===== config.mk =====
export PLATFORM = sky130hd
export DESIGN_NAME = dma_irq_agg
export DESIGN_NICKNAME = d
export VERILOG_FILES = /design/src/rtl/dma_irq_pkg.sv /design/src/rtl/irq_bus_ctrl.sv /design/src/rtl/irq_event_dp.sv /design/src/rtl/dma_irq_agg.sv
export SDC_FILE = /design/constraint.sdc
export NUM_CORES = 1
export LEC_CHECK = 0
export ABC_AREA = 1
export BUFFER_PORTS_ARGS = -buffer_cell sky130_fd_sc_hd__buf_2
export CAP_MARGIN = 20
export CORE_ASPECT_RATIO = 0.7
export CORE_MARGIN = 1.5
export CORE_UTILIZATION = 30
export CTS_BUF_LIST = sky130_fd_sc_hd__clkbuf_4 sky130_fd_sc_hd__clkbuf_8 sky130_fd_sc_hd__clkbuf_16
export DETAILED_ROUTE_END_ITERATION = 10
export PLACE_DENSITY = 0.5
export SKIP_CTS_REPAIR_TIMING = 1
export SYNTH_ARGS = -nofsm -noshare
export SYNTH_HDL_FRONTEND = slang
export SYNTH_SLANG_ARGS = --single-unit
export TNS_END_PERCENT = 30

===== constraint.sdc =====
create_clock -name clk -period 1.85 [get_ports clk]
set_input_delay 0 -clock clk [delete_from_list [all_inputs] [get_ports clk]]
set_output_delay 0 -clock clk [all_outputs]
set_load 0.01 [all_outputs]

===== src/rtl/dma_irq_pkg.sv =====
package dma_irq_pkg;
  localparam int REG_W   = 32;
  localparam int FIELD_W = 4;
  localparam int MAX_CH  = 16;

  // Decoded access strobes passed from bus control to the datapath
  typedef struct packed {
    logic enWr0;
    logic enWr1;
    logic pendWr0;
    logic pendWr1;
    logic rdEn0;
    logic rdEn1;
    logic rdPend0;
    logic rdPend1;
  } busStrobes_t;
endpackage


===== src/rtl/irq_bus_ctrl.sv =====
module irq_bus_ctrl
  import dma_irq_pkg::*;
#(
  parameter int ADDR_W   = 8,
  parameter int EN0_OFF  = 'h00,
  parameter int EN1_OFF  = 'h04,
  parameter int PND0_OFF = 'h10,
  parameter int PND1_OFF = 'h14
) (
  input  logic              busSel,
  input  logic              busWr,
  input  logic [ADDR_W-1:0] busAddr,
  output busStrobes_t       strb
);
  logic hitEn0, hitEn1, hitPnd0, hitPnd1;

  always_comb begin
    hitEn0  = (busAddr == ADDR_W'(EN0_OFF));
    hitEn1  = (busAddr == ADDR_W'(EN1_OFF));
    hitPnd0 = (busAddr == ADDR_W'(PND0_OFF));
    hitPnd1 = (busAddr == ADDR_W'(PND1_OFF));

    strb.enWr0   = busSel &  busWr & hitEn0;
    strb.enWr1   = busSel &  busWr & hitEn1;
    strb.pendWr0 = busSel &  busWr & hitPnd0;
    strb.pendWr1 = busSel &  busWr & hitPnd1;
    strb.rdEn0   = busSel & ~busWr & hitEn0;
    strb.rdEn1   = busSel & ~busWr & hitEn1;
    strb.rdPend0 = busSel & ~busWr & hitPnd0;
    strb.rdPend1 = busSel & ~busWr & hitPnd1;
  end
endmodule


===== src/rtl/irq_event_dp.sv =====
module irq_event_dp
  import dma_irq_pkg::*;
#(
  parameter int NUM_CH = 16
) (
  input  logic              clk,
  input  logic              rstN,
  input  busStrobes_t       strb,
  input  logic [REG_W-1:0]  wdata,
  input  logic [NUM_CH-1:0] evHalf,
  input  logic [NUM_CH-1:0] evPkg,
  input  logic [NUM_CH-1:0] evQueue,
  output logic [REG_W-1:0]  rdata,
  output logic              irqOut
);
  localparam int TOT_W = 2 * REG_W;
  localparam int SLOTS = TOT_W / FIELD_W;

  function automatic logic [TOT_W-1:0] buildMask();
    logic [TOT_W-1:0] m;
    m = '0;
    for (int s = 0; s < SLOTS; s++)
      if (s < NUM_CH)
        for (int b = 0; b < 3; b++) m[s*FIELD_W+b] = 1'b1;
    return m;
  endfunction

  localparam logic [TOT_W-1:0] VALID = buildMask();

  logic [TOT_W-1:0] enReg, pendReg;
  logic [TOT_W-1:0] enNext, pendNext;
  logic [TOT_W-1:0] evVec, clrVec, enWrVec, wdAll;

  // Event strobes mapped into the 4-bit field layout
  for (genvar s = 0; s < SLOTS; s++) begin : g_slot
    if (s < NUM_CH) begin : g_live
      assign evVec[s*FIELD_W+0] = evHalf[s];
      assign evVec[s*FIELD_W+1] = evPkg[s];
      assign evVec[s*FIELD_W+2] = evQueue[s];
      assign evVec[s*FIELD_W+3] = 1'b0;
    end else begin : g_dead
      assign evVec[s*FIELD_W +: FIELD_W] = '0;
    end
  end

  always_comb begin
    wdAll    = {wdata, wdata};
    enWrVec  = {{REG_W{strb.enWr1}}, {REG_W{strb.enWr0}}};
    clrVec   = wdAll & {{REG_W{strb.pendWr1}}, {REG_W{strb.pendWr0}}};
    enNext   = (enReg & ~enWrVec) | (wdAll & enWrVec & VALID);
    // event takes priority over a coincident clear
    pendNext = ((pendReg & ~clrVec) | evVec) & VALID;
  end

  always_ff @(posedge clk) begin
    if (!rstN) begin
      enReg   <= '0;
      pendReg <= '0;
    end else begin
      enReg   <= enNext;
      pendReg <= pendNext;
    end
  end

  always_comb begin
    unique case (1'b1)
      strb.rdEn0:   rdata = enReg[REG_W-1:0];
      strb.rdEn1:   rdata = enReg[TOT_W-1:REG_W];
      strb.rdPend0: rdata = pendReg[REG_W-1:0];
      strb.rdPend1: rdata = pendReg[TOT_W-1:REG_W];
      default:      rdata = '0;
    endcase
  end

  assign irqOut = |(pendReg & enReg);

  // a written one clears a bit that saw no event that cycle
  a_r4_clear_one: assert property (@(posedge clk) disable iff (!rstN)
    1'b1 |=> ((pendReg & $past(clrVec & ~evVec)) == '0));

  // a raised event is always visible the next cycle
  a_r5_event_wins: assert property (@(posedge clk) disable iff (!rstN)
    1'b1 |=> ((pendReg & $past(evVec)) == $past(evVec)));

  // a set pending bit stays set unless a one was written to it
  a_r2_hold_pending: assert property (@(posedge clk) disable iff (!rstN)
    1'b1 |=> ((($past(pendReg) & ~$past(clrVec)) & ~pendReg) == '0));

  // nothing enabled means no interrupt
  a_r6_no_enable_quiet: assert property (@(posedge clk) disable iff (!rstN)
    (enReg == '0) |-> !irqOut);
endmodule


===== src/rtl/dma_irq_agg.sv =====
module dma_irq_agg
  import dma_irq_pkg::*;
#(
  parameter int NUM_CH = 16,
  parameter int ADDR_W = 8
) (
  input  logic              clk,
  input  logic              rstN,
  input  logic              busSel,
  input  logic              busWr,
  input  logic [ADDR_W-1:0] busAddr,
  input  logic [REG_W-1:0]  busWdata,
  output logic [REG_W-1:0]  busRdata,
  input  logic [NUM_CH-1:0] evHalf,
  input  logic [NUM_CH-1:0] evPkg,
  input  logic [NUM_CH-1:0] evQueue,
  output logic              irqOut
);
  busStrobes_t strb;

  irq_bus_ctrl #(.ADDR_W(ADDR_W)) u_ctrl (
    .busSel (busSel),
    .busWr  (busWr),
    .busAddr(busAddr),
    .strb   (strb)
  );

  irq_event_dp #(.NUM_CH(NUM_CH)) u_dp (
    .clk    (clk),
    .rstN   (rstN),
    .strb   (strb),
    .wdata  (busWdata),
    .evHalf (evHalf),
    .evPkg  (evPkg),
    .evQueue(evQueue),
    .rdata  (busRdata),
    .irqOut (irqOut)
  );
endmodule


==> results.tsv, run 1 <==
stage	metric	value	unit
yosys	Seq/Total Area, Yosys	41.5	%
yosys	Post-Synthesis Cells	801	
yosys	Yosys top cell area share	41.5	%
route	wire per inst	14.8	um
sta	Least-Margin Pin Slew	0.410	ns
global_route	initial antenna violation count	0	
power_and_ir_drop	Leak Pwr	0.00312	uW
yosys	ys async rst share	0	%
place	placed wire-length estimate	11700	um
floorplanning	starting density of the core	31.1	%
layout	nets	1055	
sta	Setup-failing EPs final	0	
route	DRT antenna net count	0	
floorplanning	Die Y	115	um
route	DR DRC count	0	
sta	headroom to the max-slew limit	72.7	%
yosys	leading area contributor after synthesis	dfxtp_1	
sta	RSZ-0062 raised after global routing	false	
yosys	post-synthesis sequential element count	112	
sta	Final Max Tran Viols	0	
yosys	Post-synth top cells	216 x nand2_1, 165 x nand3_1, 112 x dfxtp_1	
layout	final instance area	0.00724	mm^2
yosys	Most used DFF post-synth	dfxtp_1	
clock_network	clock sinks	112	
worst_setup_path	WP data arrival	1.51	ns
place	post-placement cell count	1111	
layout	non-filler cells, final	1198	
power_and_ir_drop	Peak VDD IR	0.363	mV
yosys	Cell variety after synth	16	
layout	Antenna Cells	0	
worst_setup_path	critical path type	register to output pin	
worst_setup_path	CP max-delay cell	dfxtp_1	
floorplanning	die area	0.0189	mm^2
layout	Layout fillers	1848	
global_route	vias in the first global route	4963	
sta	total negative slack	0	ns
layout	Syn-to-layout area delta	33.9	%
global_route	pin count of the biggest net entering global routing	53	
worst_setup_path	Worst R2R Path Depth	2	
place	number of port buffers	116	
floorplanning	Die Width	163	um
yosys	most frequent cell after synthesis	nand2_1	
layout	share of layout cells above drive strength 1	17.4	%
layout	area of the multi-input gates	0.00265	mm^2
clock_network	H-tree depth	3	
route	via-per-instance ratio	4.88	
clock_network	clk buf depth	2	
yosys	number of synthesized flops with an enable pin	0	
route	Post-Route WL	17700	um
route	via count	5842	
route	DRT iter0 DRCs	544	
outcome	status	completed	
hold_path	Worst Hold Class	input pin to register	
floorplanning	standard-cell row count	40	
worst_setup_path	crit path capture type	output pin	
power_and_ir_drop	Cell Pwr Density	697	mW/mm^2
sta	hold slack	0.121	ns
yosys	Mapped Avg Cell Area	6.75	um^2
clock_network	CTS tree	done	
yosys	Mapped Nets	893	
worst_setup_path	CP Data Required Time	1.85	ns
yosys	synthesized cell area	0.00541	mm^2
place	dpl cell area	0.00623	mm^2
worst_setup_path	CP peak stage delay	0.34	ns
clock_network	clk_lat worst skew	0.36	ns
job	Max-Cap Viols	0	
clock_network	cts bufs inserted	9	
worst_setup_path	CP Launch Type	register	
yosys	Area contributors post-synth	dfxtp_1 41%, nand3_1 15%, nand2_1 15%	
worst_setup_path	CP Max Fanout	3	
layout	register area	0.00224	mm^2
hold_path	hold depth	6	
floorplanning	area of the core	0.0174	mm^2
global_route	global-route wire length before repair	27300	um
place	RePlAce Congestion	0.768	
sta	Fin. Hold Viols	0	
global_route	gr ovfl total	0	
global_route	GRT Util Overall	18.7	%
sta	FMAX	0.661	GHz
floorplanning	# IOs	125	
clock_network	cell at the root of the clock tree	clkbuf_16	
sta	clk_skew	0	ns
clock_network	Clock Pin Slew Worst Setup and Hold Paths	0.07	ns
sta	fin crit share	81.7	%
worst_setup_path	Cell Chain, Critical Path	nand2_1 -> nand2_1 -> a21oi_1 -> nand3_1 -> nor2_1 -> nand3_1 -> buf_2	
sta	crit path time final	1.51	ns
yosys	Ys Warns	0	
route	DRT Pass-1 Iters	5	
==> layout make-up <==
| class | instances | share of cell area [%] |
|---|---|---|
| Multi-Input combinational cell | 568 | 36.6 |
| Sequential cell | 112 | 31.0 |
| Timing Repair Buffer | 211 | 21.2 |
| Tap cell | 231 | 3.99 |
| Clock buffer | 12 | 3.51 |
| Inverter | 61 | 3.18 |
| Clock inverter | 3 | 0.587 |
==> power by group <==
group / leakage, uW / internal [uW] / switching [uW]
combinational: 0.00205 / 239 / 266
clock: 0.000145 / 1110 / 886
sequential: 0.000918 / 2490 / 65.7
total: 0.00312 / 3830 / 1220
==> layout by cell type, fill, tap and decap left out, drive strengths merged <==
master | synthesis | layout
nand2 | 216 | 216
nor2 | 36 | 36
clkbuf | 20 | 12
nand4 | 51 | 51
bufinv | 0 | 1
inv | 61 | 60
dlygate4sd3 | 0 | 72
clkinv | 0 | 2
clkinvlp | 0 | 1
dfxtp | 112 | 112
a21oi | 99 | 99
buf | 40 | 139
nand3 | 166 | 166
==> path summary, 6_finish.rpt <==
check	startpoint	end	slack [ns]
max	u_dp.pendReg[41]	irqOut	0.34
min	busAddr[6]	register	0.12
max reg2reg	u_dp.pendReg[37]	u_dp.pendReg[37]	1.19
min reg2reg	u_dp.enReg[63]	u_dp.enReg[63]	0.44
==> layer usage <==
| layer | GRT usage (%) | share of wire (%) |
|---|---|---|
| met2 | 25.2 | 40 |
| met4 | 3.64 | 0.89 |
| met5 | 0 | 0 |
| met3 | 4.11 | 6.1 |
| met1 | 29.6 | 53 |
==> metrics by stage <==
| step | power, uW | worst slack (ns) | utilization (%) |
|---|---|---|---|
| 5_1_grt | 5290 | 0.167 | 41.6 |
| 3_5_place_dp | 2990 | 0.436 | 35.7 |
| 4_1_cts | 5000 | 0.312 | 37.4 |
| 6_report | 5050 | 0.338 | 41.6 |
| 3_3_place_gp | 2990 | 0.447 | 35.7 |
| 2_1_floorplan | 2780 | 0.963 | - |
==> worst max-delay path, delay by kind of cell (launching register included) <==
kind                   cells  cell delay (ns)
and+or+nand+nor            5             0.48
DFF                        1             0.34
AOI/OAI and AO/OA          1             0.18
buffers and inverters      1             0.16
==> cells by family after synthesis <==
logic type,count (synthesis),share of synthesized area [%]
AND/OR/NAND/NOR,469,39.4
buffers and inverters,121,9.95
flip-flops,112,41.5
AO/OA/AOI/OAI,99,9.16
No activity file was read; power rests on OpenSTA's default activity.
==> run 2: changes to the inputs <==
==> constraint.sdc (replaced) <==
create_clock -name clk -period 1.6 [get_ports clk]
set_input_delay 0 -clock clk [delete_from_list [all_inputs] [get_ports clk]]
set_output_delay 0 -clock clk [all_outputs]
set_load 0.01 [all_outputs]
==> run 2 against run 1 <==
Count of clock-buffer cells in the layout down 1. Largest power group unchanged. Sequential power up 16%. Critical path depth unchanged. Worst hold slack better by 0.020 ns. Flip-flop and latch count unchanged. Highest routed layer unchanged. Global-route usage up 0.22 points.
==> results.tsv, run 2 (synthesis gave the netlist of run 1 again) <==
stage	metric	value	unit	change
worst_setup_path	CP Data Required Time	1.60	ns	-0.25 ns
sta	RSZ-0062 raised after global routing	true		
floorplanning	area of the core	0.0174	mm^2	unchanged
sta	Setup-failing EPs final	0		unchanged
layout	Syn-to-layout area delta	34.7	%	
route	via count	5870		+0.48%
global_route	gr ovfl total	0		unchanged
layout	Layout fillers	1867		+1.0%
outcome	status	completed		
floorplanning	Die Width	163	um	unchanged
route	DRT Pass-1 Iters	4		-1
clock_network	cts bufs inserted	9		unchanged
worst_setup_path	Worst R2R Path Depth	3		+1
layout	area of the multi-input gates	0.00266	mm^2	+0.24%
layout	nets	1054		-0.095%
sta	hold slack	0.142	ns	+0.0202 ns
layout	share of layout cells above drive strength 1	17.7	%	+0.31 points
route	Top Metal Used	met4		
floorplanning	starting density of the core	31.1	%	unchanged
worst_setup_path	flop-to-flop setup slack	0.49	ns	-0.70 ns
sta	final worst setup slack	0.0845	ns	-0.254 ns
layout	final instance area	0.00729	mm^2	+0.60%
hold_path	hold depth	5		-1
hold_path	Worst Hold Class	input pin to register		
power_and_ir_drop	clock power share	38.8	%	-0.7 points
sta	Final Max Tran Viols	0		unchanged
place	dpl cell area	0.00626	mm^2	+0.56%
layout	most common cell after layout, fill and taps aside	nand2_1		
route	DRT iter0 DRCs	399		-27%
power_and_ir_drop	Cell Pwr Density	795	mW/mm^2	+14%
worst_setup_path	crit path capture type	output pin		
clock_network	Clock Pin Slew Worst Setup and Hold Paths	0.07	ns	about the same
sta	crit path time final	1.52	ns	
power_and_ir_drop	switching power total	1500	uW	+23%
route	met2 WL	7210	um	+2.0%
sta	Least-Margin Pin Slew	0.470	ns	+0.0606 ns
layout	Antenna Cells	0		unchanged
worst_setup_path	WP data arrival	1.52	ns	about the same
floorplanning	die area	0.0189	mm^2	unchanged
place	number of port buffers	116		unchanged
clock_network	cell at the root of the clock tree	clkbuf_16		
worst_setup_path	CP Launch Type	register		
worst_setup_path	Worst Setup SP	u_dp.pendReg[61]		
route	M1 WL	9470	um	+1.1%
sta	fin crit share	94.7	%	
floorplanning	# IOs	125		unchanged
clock_network	clk buf depth	2		unchanged
power_and_ir_drop	Leak Pwr	0.00313	uW	+0.34%
floorplanning	standard-cell row count	40		unchanged
power_and_ir_drop	Seq pwr share	50.9	%	+0.4 points
power_and_ir_drop	Peak VDD IR	0.458	mV	+26%
route	DRT antenna net count	0		unchanged
worst_setup_path	worst r2r src	u_dp.pendReg[30]		
place	RePlAce Congestion	0.756		-1.7%
place	DP Worst Slack	0.313	ns	-0.123 ns
clock_network	clock sinks	112		unchanged
route	DR DRC count	0		unchanged
place	placed wire-length estimate	11300	um	-3.3%
global_route	vias in the first global route	5211		+5.0%
worst_setup_path	worst reg2reg endpoint	u_dp.pendReg[30]		
global_route	GRT Util Overall	18.9	%	+0.22 points
power_and_ir_drop	Internal	4290	uW	+12%
global_route	pin count of the biggest net entering global routing	49		-7.5%
layout	fin util	41.8	%	+0.25 points
route	wire per inst	15.0	um	+1.6%
global_route	initial antenna violation count	0		unchanged
worst_setup_path	CP Max Fanout	3		unchanged
layout	commonest cells after routing, fill and taps aside	216 x nand2_1, 165 x nand3_1, 116 x buf_2		
job	Max-Cap Viols	0		unchanged
power_and_ir_drop	Net Sw Frac	25.9	%	+1.8 points
clock_network	clk_lat worst skew	0.35	ns	about the same
global_route	global-route wire length before repair	27900	um	+2.3%
sta	headroom to the max-slew limit	68.6	%	-4.1 points
route	Post-Route WL	18000	um	+1.6%
clock_network	H-tree depth	3		unchanged
floorplanning	Die Y	115	um	unchanged
sta	Fin. Hold Viols	0		unchanged
sta	FMAX	0.660	GHz	
worst_setup_path	critical path type	register to output pin		
power_and_ir_drop	Comb pwr share	10.4	%	+0.4 points
clock_network	CTS tree	done		
route	via-per-instance ratio	4.90		+0.48%
sta	clk_skew	0	ns	unchanged
layout	register area	0.00224	mm^2	+0.11%
hold_path	HP Start	busSel		
route	Met3 Wirelength	1160	um	+6.7%
worst_setup_path	CP endpoint	irqOut		
## run 2: changes by cell type in the layout (fill, tap and decap cells not counted), moves of 2 or more
cell      previous run  this run
buf_12               5         9
buf_4               18        12
clkinv_4             0         2
dfxtp_1            112       110
dfxtp_2              0         2
inv_6                0         2
## run 2: through the flow
| step | power, uW | TNS [ns] | std cells |
|---|---|---|---|
| floorplan | 3210 | 0 | 801 |
| global route | 6050 | -0.0261 | 1198 |
| global placement | 3470 | 0 | 1109 |
| finish | 5790 | 0 | 1198 |
| CTS | 5710 | 0 | 1125 |
| detailed placement | 3470 | 0 | 1109 |
## run 2: power groups by stage
stage	Sequential, uW	Clock, uW	Combinational [uW]
after floorplan	2990	0	227
after global placement	3010	0	463
after detailed placement	3010	0	462
after CTS	2940	2300	465
after global routing	2960	2420	665
final	2950	2250	600
## run 2: routing by layer
| layer | track usage, % | up-vias |
|---|---|---|
| met5 | 0 | - |
| met4 | 3.70 | 0 |
| met3 | 4.04 | 12 |
| met2 | 27.0 | 185 |
| met1 | 28.9 | 2676 |
| li1 | - | 2997 |
## run 2: layout make-up
cell class                 count  share of cell area [%]
multi-input combinational    568                    36.4
sequential                   112                    30.8
timing repair buffer         210                    21.7
tap                          231                    3.97
clock buffer                  11                    3.38
inverter                      61                    3.16
clock inverter                 5                   0.549
## run 2: worst min-delay path by stage
stage | to | slack (ns)
6_report | register | 0.14
2_1_floorplan | u_dp.pendReg[0] | 0.13
3_5_place_dp | u_dp.pendReg[42] | 0.24
3_3_place_gp | u_dp.pendReg[22] | 0.24
4_1_cts | u_dp.pendReg[20] | -0.14
5_1_grt | register | 0.16
## run 2: worst max-delay path, stage by stage, from the launching register on
cell	delay, ns
dfxtp_1	0.34
nand2_1	0.07
nand2_1	0.05
a21oi_1	0.16
nand3_1	0.17
nor2_1	0.12
nand3_1	0.10
buf_2	0.15
==> run 3: changes to the inputs <==
--- a/config.mk
+++ b/config.mk
@@ -14,6 +14,7 @@
 export CTS_BUF_LIST = sky130_fd_sc_hd__clkbuf_4 sky130_fd_sc_hd__clkbuf_8 sky130_fd_sc_hd__clkbuf_16
 export DETAILED_ROUTE_END_ITERATION = 10
 export PLACE_DENSITY = 0.5
+export REMOVE_ABC_BUFFERS = 1
 export SKIP_CTS_REPAIR_TIMING = 1
 export SYNTH_ARGS = -nofsm -noshare
 export SYNTH_HDL_FRONTEND = slang
==> run 3 against run 2 <==
Worst hold slack got worse by 0.077 ns. Final cell count about the same. Count of clock-buffer cells in the layout decreased by 1. Critical path depth unchanged. Critical path type unchanged. Wire length decreased by 0.34%. Worst setup slack improved by 0.023 ns. Largest power group unchanged. Sequential share of layout area about the same.
==> results.tsv, run 3 (synthesis gave the netlist of run 1 again) <==
stage	metric	value	unit	change
outcome	status	completed		
place	placed wire-length estimate	11500	um	+1.8%
job	Max-Cap Viols	0		unchanged
route	wire per inst	14.9	um	-0.42%
worst_setup_path	Worst R2R Path Depth	2		-1
power_and_ir_drop	Cell Pwr Density	784	mW/mm^2	-1.4%
floorplanning	Die Y	115	um	unchanged
worst_setup_path	worst reg2reg endpoint	u_dp.pendReg[2]		
sta	Final Max Tran Viols	0		unchanged
place	RePlAce Congestion	0.747		-1.1%
sta	FMAX	0.670	GHz	+1.5%
layout	Syn-to-layout area delta	34.7	%	unchanged
worst_setup_path	WP data arrival	1.49	ns	-0.03 ns
clock_network	H-tree depth	3		unchanged
power_and_ir_drop	Net Sw Frac	25.8	%	-0.052 points
sta	fin crit share	93.3	%	-1.4 points
global_route	GRT Util Overall	18.8	%	-0.14 points
layout	Layout fillers	1830		-2.0%
place	dpl cell area	0.00628	mm^2	+0.24%
layout	Antenna Cells	0		unchanged
route	Post-Route WL	17900	um	-0.34%
route	DRT Pass-1 Iters	5		+1
global_route	initial antenna violation count	0		unchanged
floorplanning	die area	0.0189	mm^2	unchanged
clock_network	cts bufs inserted	9		unchanged
clock_network	clk_lat worst skew	0.35	ns	about the same
power_and_ir_drop	switching power total	1470	uW	-1.6%
worst_setup_path	CP Max Fanout	3		unchanged
clock_network	CTS tree	done		
floorplanning	# IOs	125		unchanged
worst_setup_path	critical path type	register to output pin		
layout	register area	0.00224	mm^2	-0.11%
route	DRT iter0 DRCs	453		+14%
layout	area of the multi-input gates	0.00266	mm^2	+0.28%
sta	Fin. Hold Viols	0		unchanged
global_route	pin count of the biggest net entering global routing	59		+20%
clock_network	Clock Pin Slew Worst Setup and Hold Paths	0.08	ns	about the same
floorplanning	standard-cell row count	40		unchanged
layout	final instance area	0.00729	mm^2	unchanged
clock_network	clk buf depth	2		unchanged
global_route	global-route wire length before repair	27300	um	-2.3%
sta	final worst setup slack	0.107	ns	+0.0228 ns
sta	total negative slack	0	ns	unchanged
layout	most common cell after layout, fill and taps aside	nand2_1		
global_route	vias in the first global route	4977		-4.5%
power_and_ir_drop	Internal	4240	uW	-1.3%
power_and_ir_drop	clock power share	38.1	%	-0.7 points
place	number of port buffers	116		unchanged
worst_setup_path	crit path capture type	output pin		
sta	headroom to the max-slew limit	74.6	%	+6.0 points
global_route	gr ovfl total	0		unchanged
sta	crit path time final	1.49	ns	-0.0228 ns
sta	hold slack	0.0650	ns	-0.0766 ns
hold_path	HP Start	rstN		
route	DR DRC count	0		unchanged
power_and_ir_drop	Peak VDD IR	0.439	mV	-4.2%
floorplanning	starting density of the core	31.1	%	unchanged
layout	share of layout cells above drive strength 1	17.9	%	+0.19 points
place	DP Worst Slack	0.302	ns	-0.0107 ns
power_and_ir_drop	Comb pwr share	10.4	%	about the same
hold_path	Worst Hold Class	input pin to register		
worst_setup_path	flop-to-flop setup slack	0.95	ns	+0.46 ns
worst_setup_path	Cell Chain, Critical Path	nand2_1 -> nand2_1 -> nor2_1 -> nand3_2 -> nor2_1 -> nand3_1 -> buf_2		
route	via-per-instance ratio	4.86		-0.83%
hold_path	Worst Hold Endpoint	u_dp.pendReg[1]		
worst_setup_path	worst r2r src	u_dp.pendReg[2]		
worst_setup_path	CP max-delay cell	dfxtp_1		
power_and_ir_drop	Tot Pwr	5710	uW	-1.4%
layout	commonest cells after routing, fill and taps aside	216 x nand2_1, 164 x nand3_1, 116 x buf_2		
layout	nets	1055		+0.095%
sta	RSZ-0062 raised after global routing	false		
sta	Least-Margin Pin Slew	0.380	ns	-0.0902 ns
floorplanning	area of the core	0.0174	mm^2	unchanged
sta	Setup-failing EPs final	0		unchanged
floorplanning	Die Width	163	um	unchanged
clock_network	clock sinks	112		unchanged
hold_path	hold depth	3		-2
clock_network	cell at the root of the clock tree	clkbuf_16		
route	via count	5826		-0.75%
power_and_ir_drop	Seq pwr share	51.6	%	+0.7 points
power_and_ir_drop	Leak Pwr	0.00313	uW	about the same
worst_setup_path	CP Data Required Time	1.60	ns	about the same
worst_setup_path	CP peak stage delay	0.34	ns	about the same
worst_setup_path	CP Launch Type	register		
route	DRT antenna net count	0		unchanged
sta	clk_skew	0	ns	unchanged
==> run 3: changes by cell type in the layout (fill, tap and decap cells not counted), sizes merged <==
cell         before  now
buf             137  139
clkbuf           11   10
clkinv            4    5
clkinvlp          0    1
dlygate4sd3      73   72
inv              62   61
==> run 3: worst max path at each step <==
stage | start | to | slack [ns]
2_1_floorplan | busAddr[1] | register | -1.0
3_3_place_gp | busAddr[1] | busRdata[4] | 0.29
3_5_place_dp | busAddr[1] | busRdata[4] | 0.30
4_1_cts | u_dp.pendReg[42] | irqOut | 0.07
5_1_grt | u_dp.pendReg[42] | irqOut | 0.002
6_report | u_dp.pendReg[42] | irqOut | 0.11
==> run 3: through the flow <==
stage	util, %	std cells
floorplan	-	741
global placement	36.0	1111
detailed placement	36.0	1111
CTS	37.6	1127
global route	41.8	1199
finish	41.8	1199
==> run 3: power by group through the flow <==
stage / logic [uW] / clock network [uW] / registers, uW
floorplan: 203 / 0 / 2990
global placement: 457 / 0 / 3010
detailed placement: 457 / 0 / 3010
CTS: 459 / 2240 / 2940
global route: 654 / 2350 / 2960
finish: 591 / 2170 / 2950
==> run 3: per-layer routing <==
layer  vias up  routed length [um]  global-route usage (%)
met5         -                   0                       0
met4         0                 133                    3.82
met3        12                 883                    3.64
met2       142                7450                    27.1
met1      2685                9440                    28.5
li1       2987                   -                       -
==> run 3: worst max-delay path: cells and delay by family, from the launching register on <==
family	cells	cell delay, ns
flops	1	0.34
buf+inv	1	0.15
simple gates	6	0.65
==> run 3: final cells by class <==
type | count | share of cell area, %
well taps | 231 | 3.97
flip-flops and latches | 112 | 30.8
clock buffers | 10 | 3.19
inverters | 61 | 3.16
multi-input cells | 568 | 36.5
clock inverters | 6 | 0.601
repair buffers | 211 | 21.8
